===== config.mk =====
export PLATFORM = sky130hd
export DESIGN_NAME = cfg_port_decoder
export DESIGN_NICKNAME = d
export VERILOG_FILES = /design/src/rtl/cfg_port_pkg.sv /design/src/rtl/cfg_addr_latch.sv /design/src/rtl/cfg_read_shaper.sv /design/src/rtl/cfg_fwd.sv /design/src/rtl/cfg_port_decoder.sv
export SDC_FILE = /design/constraint.sdc
export NUM_CORES = 1
export LEC_CHECK = 0
export BUFFER_PORTS_ARGS = -buffer_cell sky130_fd_sc_hd__buf_2
export CORE_MARGIN = 5
export CORE_UTILIZATION = 25
export CTS_BUF_LIST = sky130_fd_sc_hd__clkbuf_8
export DETAILED_ROUTE_END_ITERATION = 10
export GPL_TIMING_DRIVEN = 0
export PLACE_DENSITY = 0.44
export SLEW_MARGIN = 0
export SYNTH_ARGS = -nofsm -noshare
export SYNTH_HDL_FRONTEND = slang
export SYNTH_SLANG_ARGS = --single-unit
export TNS_END_PERCENT = 30

===== constraint.sdc =====
create_clock -name clk -period 3.4 [get_ports clk]
set_input_delay 0.17 -clock clk [delete_from_list [all_inputs] [get_ports clk]]
set_output_delay 0.17 -clock clk [all_outputs]
set_load 0.03 [all_outputs]

===== src/rtl/cfg_port_pkg.sv =====
package cfg_port_pkg;
  localparam int unsigned DATA_W  = 32;
  localparam int unsigned LANES   = DATA_W / 8;
  localparam int unsigned LEN_W   = 3;
  localparam int unsigned LANE_W  = 2;
  localparam int unsigned EN_BIT  = DATA_W - 1;
  localparam int unsigned RST_BIT = 2;
  localparam logic [DATA_W-1:0] ALL_ONES = '1;
endpackage


===== src/rtl/cfg_addr_latch.sv =====
module cfg_addr_latch
  import cfg_port_pkg::*;
(
  input  logic              clk,
  input  logic              rst_n,
  input  logic              wr_en,
  input  logic [LANE_W-1:0] off,
  input  logic [LEN_W-1:0]  len,
  input  logic [DATA_W-1:0] wdata,
  output logic [DATA_W-1:0] latch_q,
  output logic              rst_pulse_q
);
  logic [4:0]        lane_sh;
  logic [DATA_W-1:0] mask;
  logic              size_ok;
  logic              fits;
  logic              is_rst;
  logic              upd;
  logic [DATA_W-1:0] latch_d;

  always_comb begin
    lane_sh = {off, 3'b000};
    size_ok = 1'b1;
    case (len)
      3'd1:    mask = 32'h0000_00FF << lane_sh;
      3'd2:    mask = 32'h0000_FFFF << lane_sh;
      3'd4:    mask = 32'hFFFF_FFFF;
      default: begin
        mask    = '0;
        size_ok = 1'b0;
      end
    endcase
    fits    = ({2'b00, off} + {1'b0, len}) <= 4'd4;
    is_rst  = wr_en && (off == 2'd1) && (len == 3'd1) && wdata[RST_BIT];
    upd     = wr_en && size_ok && fits && !is_rst;
    latch_d = (latch_q & ~mask) | ((wdata << lane_sh) & mask);
  end

  always_ff @(posedge clk or negedge rst_n) begin
    if (!rst_n) begin
      latch_q     <= '0;
      rst_pulse_q <= 1'b0;
    end else begin
      rst_pulse_q <= is_rst;
      if (upd) latch_q <= latch_d;
    end
  end
endmodule


===== src/rtl/cfg_read_shaper.sv =====
module cfg_read_shaper
  import cfg_port_pkg::*;
(
  input  logic [DATA_W-1:0] val,
  input  logic [LANE_W-1:0] start,
  input  logic [LEN_W-1:0]  len,
  output logic [DATA_W-1:0] data
);
  logic              ovf;
  logic [DATA_W-1:0] shifted;

  assign ovf     = ({2'b00, start} + {1'b0, len}) > 4'd4;
  assign shifted = val >> {start, 3'b000};

  for (genvar g = 0; g < LANES; g++) begin : g_lane
    assign data[g*8 +: 8] = ovf ? 8'hFF :
                            (len > LEN_W'(g)) ? shifted[g*8 +: 8] : 8'h00;
  end
endmodule


===== src/rtl/cfg_fwd.sv =====
module cfg_fwd
  import cfg_port_pkg::*;
#(
  parameter int unsigned BUS_W = 8,
  parameter int unsigned DEV_W = 5,
  parameter int unsigned FN_W  = 3,
  parameter int unsigned REG_W = 8
) (
  input  logic                           clk,
  input  logic                           rst_n,
  input  logic                           rd_go,
  input  logic                           wr_go,
  input  logic [BUS_W+DEV_W+FN_W+REG_W-1:2] fields,
  input  logic [LANE_W-1:0]              boff,
  input  logic [LEN_W-1:0]               len,
  input  logic [DATA_W-1:0]              wdata,
  input  logic                           cfg_rvalid,
  output logic                           cfg_req,
  output logic                           cfg_we,
  output logic [BUS_W-1:0]               cfg_bus,
  output logic [DEV_W-1:0]               cfg_dev,
  output logic [FN_W-1:0]                cfg_fn,
  output logic [REG_W-3:0]               cfg_reg,
  output logic [LANE_W-1:0]              cfg_boff,
  output logic [LEN_W-1:0]               cfg_len,
  output logic [DATA_W-1:0]              cfg_wdata,
  output logic                           resp_fire,
  output logic [LANE_W-1:0]              pend_start,
  output logic [LEN_W-1:0]               pend_len
);
  localparam int unsigned FIELD_W = BUS_W + DEV_W + FN_W + REG_W;
  localparam int unsigned FN_LSB  = REG_W;
  localparam int unsigned DEV_LSB = FN_LSB + FN_W;
  localparam int unsigned BUS_LSB = DEV_LSB + DEV_W;

  logic [FIELD_W-1:2] fld_q;
  logic               req_d, load, pend_q, pend_d;

  always_comb begin
    req_d  = rd_go | wr_go;
    load   = req_d;
    pend_d = pend_q;
    if (rd_go)                    pend_d = 1'b1;
    else if (pend_q && cfg_rvalid) pend_d = 1'b0;
  end

  always_ff @(posedge clk or negedge rst_n) begin
    if (!rst_n) begin
      cfg_req    <= 1'b0;
      cfg_we     <= 1'b0;
      pend_q     <= 1'b0;
      fld_q      <= '0;
      cfg_boff   <= '0;
      cfg_len    <= '0;
      cfg_wdata  <= '0;
      pend_start <= '0;
      pend_len   <= '0;
    end else begin
      cfg_req <= req_d;
      pend_q  <= pend_d;
      if (load) begin
        cfg_we    <= wr_go;
        fld_q     <= fields;
        cfg_boff  <= boff;
        cfg_len   <= len;
        cfg_wdata <= wdata;
      end
      if (rd_go) begin
        pend_start <= boff;
        pend_len   <= len;
      end
    end
  end

  assign cfg_bus   = fld_q[BUS_LSB +: BUS_W];
  assign cfg_dev   = fld_q[DEV_LSB +: DEV_W];
  assign cfg_fn    = fld_q[FN_LSB +: FN_W];
  assign cfg_reg   = fld_q[REG_W-1:2];
  assign resp_fire = pend_q && cfg_rvalid;
endmodule


===== src/rtl/cfg_port_decoder.sv =====
module cfg_port_decoder
  import cfg_port_pkg::*;
#(
  parameter int unsigned OFF_W = 4,
  parameter int unsigned BUS_W = 8,
  parameter int unsigned DEV_W = 5,
  parameter int unsigned FN_W  = 3,
  parameter int unsigned REG_W = 8
) (
  input  logic              clk,
  input  logic              rst_n,
  input  logic              host_req,
  input  logic              host_we,
  input  logic [OFF_W-1:0]  host_off,
  input  logic [2:0]        host_len,
  input  logic [31:0]       host_wdata,
  output logic              host_rvalid,
  output logic [31:0]       host_rdata,
  output logic              rst_req,
  output logic              cfg_req,
  output logic              cfg_we,
  output logic [BUS_W-1:0]  cfg_bus,
  output logic [DEV_W-1:0]  cfg_dev,
  output logic [FN_W-1:0]   cfg_fn,
  output logic [REG_W-3:0]  cfg_reg,
  output logic [1:0]        cfg_boff,
  output logic [2:0]        cfg_len,
  output logic [31:0]       cfg_wdata,
  input  logic              cfg_rvalid,
  input  logic [31:0]       cfg_rdata
);
  localparam int unsigned FIELD_W = BUS_W + DEV_W + FN_W + REG_W;

  logic [DATA_W-1:0] latch_q;
  logic              latch_sel, data_sel, en, ovf;
  logic              rd, fwd_rd, fwd_wr, local_rd, latch_wr;
  logic              resp_fire;
  logic [LANE_W-1:0] pend_start, sh_start;
  logic [LEN_W-1:0]  pend_len, sh_len;
  logic [DATA_W-1:0] sh_val, sh_data;
  logic              rvalid_d;
  logic              spare_unused;

  assign spare_unused = ^{latch_q[EN_BIT-1:FIELD_W], latch_q[1:0]};

  always_comb begin
    latch_sel = host_off[OFF_W-1:2] == '0;
    data_sel  = host_off[OFF_W-1:2] == (OFF_W-2)'(1);
    en        = latch_q[EN_BIT];
    ovf       = ({2'b00, host_off[1:0]} + {1'b0, host_len}) > 4'd4;
    rd        = host_req && !host_we;
    fwd_rd    = rd && data_sel && en && !ovf;
    local_rd  = rd && !fwd_rd;
    fwd_wr    = host_req && host_we && data_sel && en;
    latch_wr  = host_req && host_we && latch_sel;
    if (local_rd) begin
      sh_val   = latch_sel ? latch_q : ALL_ONES;
      sh_start = host_off[1:0];
      sh_len   = host_len;
    end else begin
      sh_val   = cfg_rdata;
      sh_start = pend_start;
      sh_len   = pend_len;
    end
    rvalid_d = local_rd | resp_fire;
  end

  cfg_addr_latch i_latch (
    .clk         (clk),
    .rst_n       (rst_n),
    .wr_en       (latch_wr),
    .off         (host_off[1:0]),
    .len         (host_len),
    .wdata       (host_wdata),
    .latch_q     (latch_q),
    .rst_pulse_q (rst_req)
  );

  cfg_read_shaper i_shaper (
    .val   (sh_val),
    .start (sh_start),
    .len   (sh_len),
    .data  (sh_data)
  );

  cfg_fwd #(
    .BUS_W (BUS_W),
    .DEV_W (DEV_W),
    .FN_W  (FN_W),
    .REG_W (REG_W)
  ) i_fwd (
    .clk        (clk),
    .rst_n      (rst_n),
    .rd_go      (fwd_rd),
    .wr_go      (fwd_wr),
    .fields     (latch_q[FIELD_W-1:2]),
    .boff       (host_off[1:0]),
    .len        (host_len),
    .wdata      (host_wdata),
    .cfg_rvalid (cfg_rvalid),
    .cfg_req    (cfg_req),
    .cfg_we     (cfg_we),
    .cfg_bus    (cfg_bus),
    .cfg_dev    (cfg_dev),
    .cfg_fn     (cfg_fn),
    .cfg_reg    (cfg_reg),
    .cfg_boff   (cfg_boff),
    .cfg_len    (cfg_len),
    .cfg_wdata  (cfg_wdata),
    .resp_fire  (resp_fire),
    .pend_start (pend_start),
    .pend_len   (pend_len)
  );

  always_ff @(posedge clk or negedge rst_n) begin
    if (!rst_n) begin
      host_rvalid <= 1'b0;
      host_rdata  <= '0;
    end else begin
      host_rvalid <= rvalid_d;
      if (rvalid_d) host_rdata <= sh_data;
    end
  end
endmodule


==> results of run 1 <==
==> metal layers <==
| metal | GRT usage, % | share of wire (%) | up-vias |
|---|---|---|---|
| li1 | - | - | 2814 |
| met1 | 21.7 | 46 | 2984 |
| met2 | 26.8 | 48 | 156 |
| met3 | 2.90 | 3.8 | 37 |
| met4 | 5.07 | 2.1 | 2 |
| met5 | 0 | 0.048 | - |
==> cell families after synthesis <==
family          Yosys count  share of synthesized area [%]
flops                   133                           45.1
compound gates          164                           15.0
buf+inv                  60                           4.78
simple gates            141                           9.52
fa+ha+maj                 6                           1.22
mux                     142                           24.0
xor+xnor                  1                          0.373
==> cells in the mapped netlist (12+ instances only) <==
cell type	n
a21oi_1	23
a31oi_1	16
buf_2	18
buf_6	14
clkbuf_1	12
dfrtp_1	133
inv_1	13
mux2_2	54
mux2_4	55
mux2i_1	32
nand2_1	20
nand2b_1	13
nand3_1	17
nor2_1	52
nor2b_1	12
o211ai_1	24
o21ai_0	33
o221ai_1	16
o22ai_1	18
==> area by class of cell <==
cell class                 instances  area [um^2]  share of cell area, %
inverter                          13         52.6                  0.557
sequential                       133         3330                   35.3
clock inverter                    14          124                   1.31
buffer                            44          284                   3.01
multi-input combinational        454         3740                   39.7
clock buffer                      18          248                   2.63
tap                              384          480                   5.09
timing repair buffer             201         1170                   12.4
==> path summary, 6_finish.rpt <==
check                      slack, ps                               to  depth (start not counted)
max reg2reg                      300       host_rdata[12]$_DFFE_PN0P_                         12
max in group asynchronous       2350        host_rdata[5]$_DFFE_PN0P_                          3
max                              240       host_rdata[12]$_DFFE_PN0P_                         17
min reg2reg                      480         i_fwd.cfg_we$_DFFE_PN0P_                          2
min in group asynchronous        220  i_fwd.cfg_wdata[28]$_DFFE_PN0P_                          2
min                               10                         register                          2
==> where the power goes <==
group / switching, mW / internal (mW)
clock: 0.720 / 0.602
sequential: 0.161 / 1.79
combinational: 0.855 / 0.524
==> what timing repair did <==
action                     CTS  global route
hold buffers                23             0
setup endpoints to repair   24            32
pin swaps                    0             4
hold endpoints to repair    73             0
gates cloned                 0             0
gates resized for setup      3             1
buffers inserted             1             6
==> flow_summary_export.csv, run 1 <==
group,metric,value,unit
outcome,status,"finished clean",
placed_design,dp_slack,-535,ps
route,drt_iter0_markers,429,
synth,yosysSeqAreaShare,45.1,%
critical_path,worstPathRequired,3730,ps
clock_network,htree_num_levels,4,
critical_path,critPathBufInv,5,
clock_network,clockRootBuffer,"clkbuf_8",
clock_network,clkSinkCount,133,
synth,yosys.area.top_type,"dfrtp_1",
floorplan,rows,62,
final_layout,nets,946,
clock_network,cts_made_buffers,17,
power_and_ir_drop,power.total,4.65,mW
placed_design,hpwl,21000,um
final_layout,insertedDiodeCount,0,
synth,synth_top_area_share,45.1,%
sta,skew,19.9,ps
sta,period_share,92.9,%
sta,holdWs,12.1,ps
critical_path,worstPathCellList,"buf_2 -> ha_4 -> inv_2 -> fa_2 -> xnor2_4 -> nand2_4 -> a31oi_4 -> buf_6 -> mux2_4 -> ha_4 -> fa_1 -> o21bai_1 -> a22oi_1 -> and3b_1 -> buf_6 -> buf_6 -> a31oi_2",
placed_design,gp_congestion,0.873,
route,routedWlPerCell,21.3,um
sta,final_max_slew_viol_count,0,
final_layout,final_common_cell,"buf_2",
final_layout,fill_cells,2992,
floorplan,start_util,25.5,%
critical_path,cp.arrival,3480,ps
floorplan,coreArea,0.0289,mm^2
route,ant_nets,0,
floorplan,io_pins,171,
synth,dominantRegCellSynth,"dfrtp_1",
power_and_ir_drop,leakagePower,4.59,nW
route,dr.pass1.iters,5,
route,viasPerCell,4.75,
sta,fin_ws,243,ps
floorplan,chipHeight,182,um
sta,fin_tns_setup,0,ps
clock_network,max-clock-path-buffers,2,
global_route,grt_usage,16.2,%
clock_network,clk_pin_slew,80,ps
global_route,grt-ovfl-total,0,
power_and_ir_drop,ir_drop,0.194,mV
worst_hold_path,hold_class,"in2reg",
final_layout,most-common-layout-cells,"185 x buf_2, 132 x dfrtp_1, 57 x mux2_4",
sta,max_freq,0.317,GHz
synth,async_flop_share,100,%
global_route,antenna_found_initial,1,
route,vias,5993,
power_and_ir_drop,p_per_area,493,mW/mm^2
critical_path,critPathMaxFanout,23,
placed_design,io_buffers,170,
clock_network,cts_tree,"yes",
worst_hold_path,hp-start,"host_wdata[0]",
global_route,grt_max_degree,82,
synth,synth_nets,729,
run,maxCapViolCount,0,
synth,syn-cell-area,0.00737,mm^2
final_layout,drive_gt1_share,43.8,%
final_layout,final_cells,1261,
critical_path,crit_path_start_kind,"input port",
critical_path,critical-path-top-delay-family,"adder cells",
route,wl,26900,um
global_route,grt_pass1_vias,6507,
critical_path,slowest_stage,"fa_1",
floorplan,dieArea,0.0330,mm^2
synth,syn_inst,647,
global_route,grt_pass1_wl,40900,um
sta,finalHoldViolCount,0,
placed_design,placed_cell_area,0.00879,mm^2
critical_path,path_class,"in2reg",
final_layout,syn2layout_area_growth,27.9,%
critical_path,worst_path_most_repeated_cell,"buf_6",
final_layout,final_util,32.6,%
route,route.detailed.drc,0,
clock_network,clk_latency,460,ps
synth,synth_edf_count,0,
critical_path,cpPeakStageDelay,460,ps
synth,syn-mean-instance-area,11.4,um^2
synth,synth_seq_cells,133,
sta,max-slew-margin-rel,50.7,%
sta,layout_min_cycle_time,3160,ps
sta,worstMarginPinSlew,739,ps
placed_design,dpl.cell_count,1202,
critical_path,cp-startpoint,"host_off[0]",
synth,ys_warn_count,0,
critical_path,cp-end-kind,"register",
synth,synthTopCellsByArea,"dfrtp_1 45%, mux2_4 11%, mux2_2 8.2%, mux2i_1 4.3%, nor2_1 2.6%",
synth,yosys.cell_types.count,48,
floorplan,die_w,182,um
sta,setup_viol,0,
final_layout,final_area,0.00943,mm^2
sta,grt_setup_unrepaired,"no",
(Power assumes the default switching activity.)
==> run 2, diff against run 1 <==
- ABC_AREA: not set -> 1
==> run 2 against run 1 <==
Setup slack worse by 100 ps. Sequential cell count unchanged. Synthesized cell count up 41%. Maximum frequency down 3.1%. Sequential share of layout area up 0.37 points. First-iteration DRC count down 15%. Non-clock buffer count up 10. Critical endpoint is now host_rdata[15]$_DFFE_PN0P_. Design area down 1.1%. Critical path type unchanged. Total power up 7.1%.
==> flow_summary_export.csv, run 2 <==
group,metric,value,unit
outcome,status,"finished clean",
placed_design,gp_congestion,0.870,
global_route,grt_usage,16.3,%
critical_path,rr_endpoint,"host_rdata[15]$_DFFE_PN0P_",
synth,netlist_top_cells_count,"273 x nand2_1, 133 x dfrtp_1, 85 x nor2_1",
synth,synth_most_common_cell,"nand2_1",
route,routedWlPerCell,17.5,um
floorplan,rows,62,
route,drt_iter0_markers,363,
final_layout,fill_cells,3189,
sta,period_share,95.9,%
worst_hold_path,holdPathEnd,"i_fwd.cfg_wdata[20]$_DFFE_PN0P_",
floorplan,dieArea,0.0322,mm^2
critical_path,cp-end-kind,"register",
critical_path,worstPathCellList,"clkbuf_4 -> inv_2 -> clkbuf_8 -> fa_2 -> nand2_1 -> nand3_2 -> nand3_2 -> nand2_4 -> buf_8 -> nand2_2 -> nand2_4 -> ha_2 -> fa_1 -> nor2_2 -> nor2_1 -> a211o_1 -> nand3_1 -> nand2_1 -> nor2_4 -> buf_6 -> nand3_1 -> nand2_1 -> inv_1",
final_layout,most-common-layout-cells,"273 x nand2_1, 187 x buf_2, 133 x dfrtp_1",
critical_path,slowest_stage,"fa_2",
final_layout,syn2layout_area_growth,29.9,%
final_layout,multiInputGateArea,0.00326,mm^2
global_route,grt_pass1_wl,41000,um
sta,layout_min_cycle_time,3260,ps
power_and_ir_drop,ir_drop,0.272,mV
floorplan,chipHeight,179,um
synth,synthTopCellsByArea,"dfrtp_1 46%, nand2_1 14%, nand3_1 4.9%, mux2_2 4.9%, a21oi_1 4.5%",
global_route,antenna_found_initial,0,
critical_path,critical-path-top-delay-family,"simple AND/OR/NAND/NOR gates",
sta,fin_tns_setup,0,ps
synth,ys_warn_count,0,
worst_hold_path,hold_depth,2,
clock_network,max-clock-path-buffers,2,
final_layout,drive_gt1_share,27.5,%
final_layout,sequential_cell_area,0.00333,mm^2
clock_network,cts_made_buffers,17,
sta,final_max_slew_viol_count,0,
synth,syn-mean-instance-area,7.85,um^2
synth,synth_edf_count,0,
route,route.detailed.drc,0,
sta,max_freq,0.307,GHz
placed_design,io_buffers,170,
run,maxCapViolCount,0,
worst_hold_path,hold_class,"in2reg",
power_and_ir_drop,leakagePower,4.96,nW
floorplan,die_w,179,um
clock_network,htree_num_levels,4,
synth,dominantRegCellSynth,"dfrtp_1",
sta,worstMarginPinSlew,713,ps
sta,fin_ws,140,ps
sta,finalHoldViolCount,0,
floorplan,start_util,25.2,%
route,wl_met3,1410,um
global_route,grt_pass1_vias,6814,
synth,synth_nets,997,
clock_network,cts_tree,"yes",
critical_path,worstPathRequired,3760,ps
final_layout,final_cells,1536,
critical_path,cpPeakStageDelay,560,ps
critical_path,r2r_cells,19,
route,wl_met2,12400,um
final_layout,insertedDiodeCount,0,
global_route,grt-ovfl-total,0,
critical_path,critPathBufInv,6,
worst_hold_path,hp-start,"host_wdata[20]",
global_route,grt_max_degree,80,
floorplan,coreArea,0.0285,mm^2
synth,yosys.area.top_type,"dfrtp_1",
floorplan,io_pins,171,
route,ant_nets,0,
route,top_layer,"met4",
route,viasPerCell,4.44,
synth,async_flop_share,100,%
clock_network,clk_pin_slew,80,ps
clock_network,clk_latency,470,ps
critical_path,critPathMaxFanout,11,
synth,synth_top_area_share,46.3,%
sta,setup_viol,0,
power_and_ir_drop,p_per_area,534,mW/mm^2
critical_path,crit_path_start_kind,"input port",
route,met1_length,12800,um
placed_design,hpwl,21300,um
route,wl,26900,um
critical_path,reg2reg_slack,260,ps
placed_design,dp_slack,-768,ps
sta,skew,18.5,ps
clock_network,clockRootBuffer,"clkbuf_8",
critical_path,cp.arrival,3620,ps
synth,syn_inst,915,
synth,syn-cell-area,0.00718,mm^2
synth,synth_seq_cells,133,
placed_design,dpl.cell_count,1470,
route,dr.pass1.iters,5,
synth,yosys.cell_types.count,37,
final_layout,final_common_cell,"nand2_1",
sta,max-slew-margin-rel,52.3,%
route,vias,6827,
final_layout,nets,1222,
critical_path,worst_path_most_repeated_cell,"nand2_1",
clock_network,clkSinkCount,133,
synth,yosysSeqAreaShare,46.3,%
critical_path,path_class,"in2reg",
==> run 2: cell types whose count changed after synthesis, sizes merged, moves of 13 or more <==
cell / previous run / this run
nand2: 24 / 279
mux2: 109 / 31
inv: 13 / 86
nand3: 18 / 74
nor2: 52 / 89
a21oi: 33 / 67
mux2i: 33 / 0
o211ai: 24 / 1
a31oi: 17 / 1
o221ai: 16 / 0
a22oi: 1 / 15
o21ai: 34 / 48
nand2b: 13 / 0
==> run 2: timing repair <==
| item | 4_1_cts | 5_1_grt |
|---|---|---|
| endpoints found under the setup margin | 32 | 32 |
| pin swaps | 2 | 3 |
| hold endpoints to repair | 79 | 0 |
| resized for setup | 5 | 6 |
| buffers inserted | 5 | 5 |
| hold buffers | 26 | 0 |
==> run 2: layout make-up <==
cell class              instances  area share [%]
clock inverters                14            1.92
well taps                     384            5.15
inverters                      86            3.46
repair buffers                207            13.2
plain buffers                  48            3.06
flip-flops and latches        133            35.7
multi-input cells             647            35.0
clock buffers                  17            2.51
==> run 2: kinds of logic (layout without fill, tap and decap cells) <==
| group | after synthesis | in the layout | synth area share, % |
|---|---|---|---|
| compound gates | 147 | 147 | 11.9 |
| flops | 133 | 133 | 46.3 |
| fa+ha+maj | 6 | 6 | 1.25 |
| simple gates | 463 | 463 | 27.3 |
| mux | 31 | 31 | 4.86 |
| buf+inv | 135 | 372 | 8.31 |
==> run 2: worst reg2reg max path: cells and delay by family, from the launching register on <==
kind | cells | cell delay (ps)
DFF | 1 | 440
adders and majority gates | 2 | 650
buffers and inverters | 3 | 330
and+or+nand+nor | 13 | 1400
AOI/OAI and AO/OA | 1 | 230
==> run 2: power breakdown <==
group	internal, mW	switching [mW]
clock network	0.733	0.737
logic	0.480	1.06
registers	1.84	0.139
==> run 2: routing by layer <==
metal / vias to the layer above / GRT usage, %
met1: 3203 / 22.5
met2: 195 / 26.3
li1: 3408 / -
met3: 21 / 3.60
met4: 0 / 3.38
met5: - / 0
==> run 2: how the worst max path moves through the flow <==
stage,slack [ps],from,endpoint,cells past startpoint
finish,140,host_off[1],host_rdata[15]$_DFFE_PN0P_,23
CTS,40,host_off[1],host_rdata[4]$_DFFE_PN0P_,22
floorplan,40,host_off[1],host_rdata[11]$_DFFE_PN0P_,22
global route,-6,host_off[1],host_rdata[12]$_DFFE_PN0P_,23
global placement,-720,host_off[1],host_rdata[15]$_DFFE_PN0P_,24
detailed placement,-770,host_off[1],host_rdata[11]$_DFFE_PN0P_,24
==> run 2: per-stage QoR <==
step / util (%) / cell area [um^2] / hold slack [ps] / total power, mW
floorplan: - / 7180 / -126 / 2.95
global placement: 29.8 / 8510 / 384 / 3.51
detailed placement: 29.9 / 8550 / 173 / 3.52
CTS: 32.5 / 9290 / 1.90 / 5.04
global route: 32.7 / 9330 / 0.0707 / 5.25
finish: 32.7 / 9330 / 16.7 / 4.98
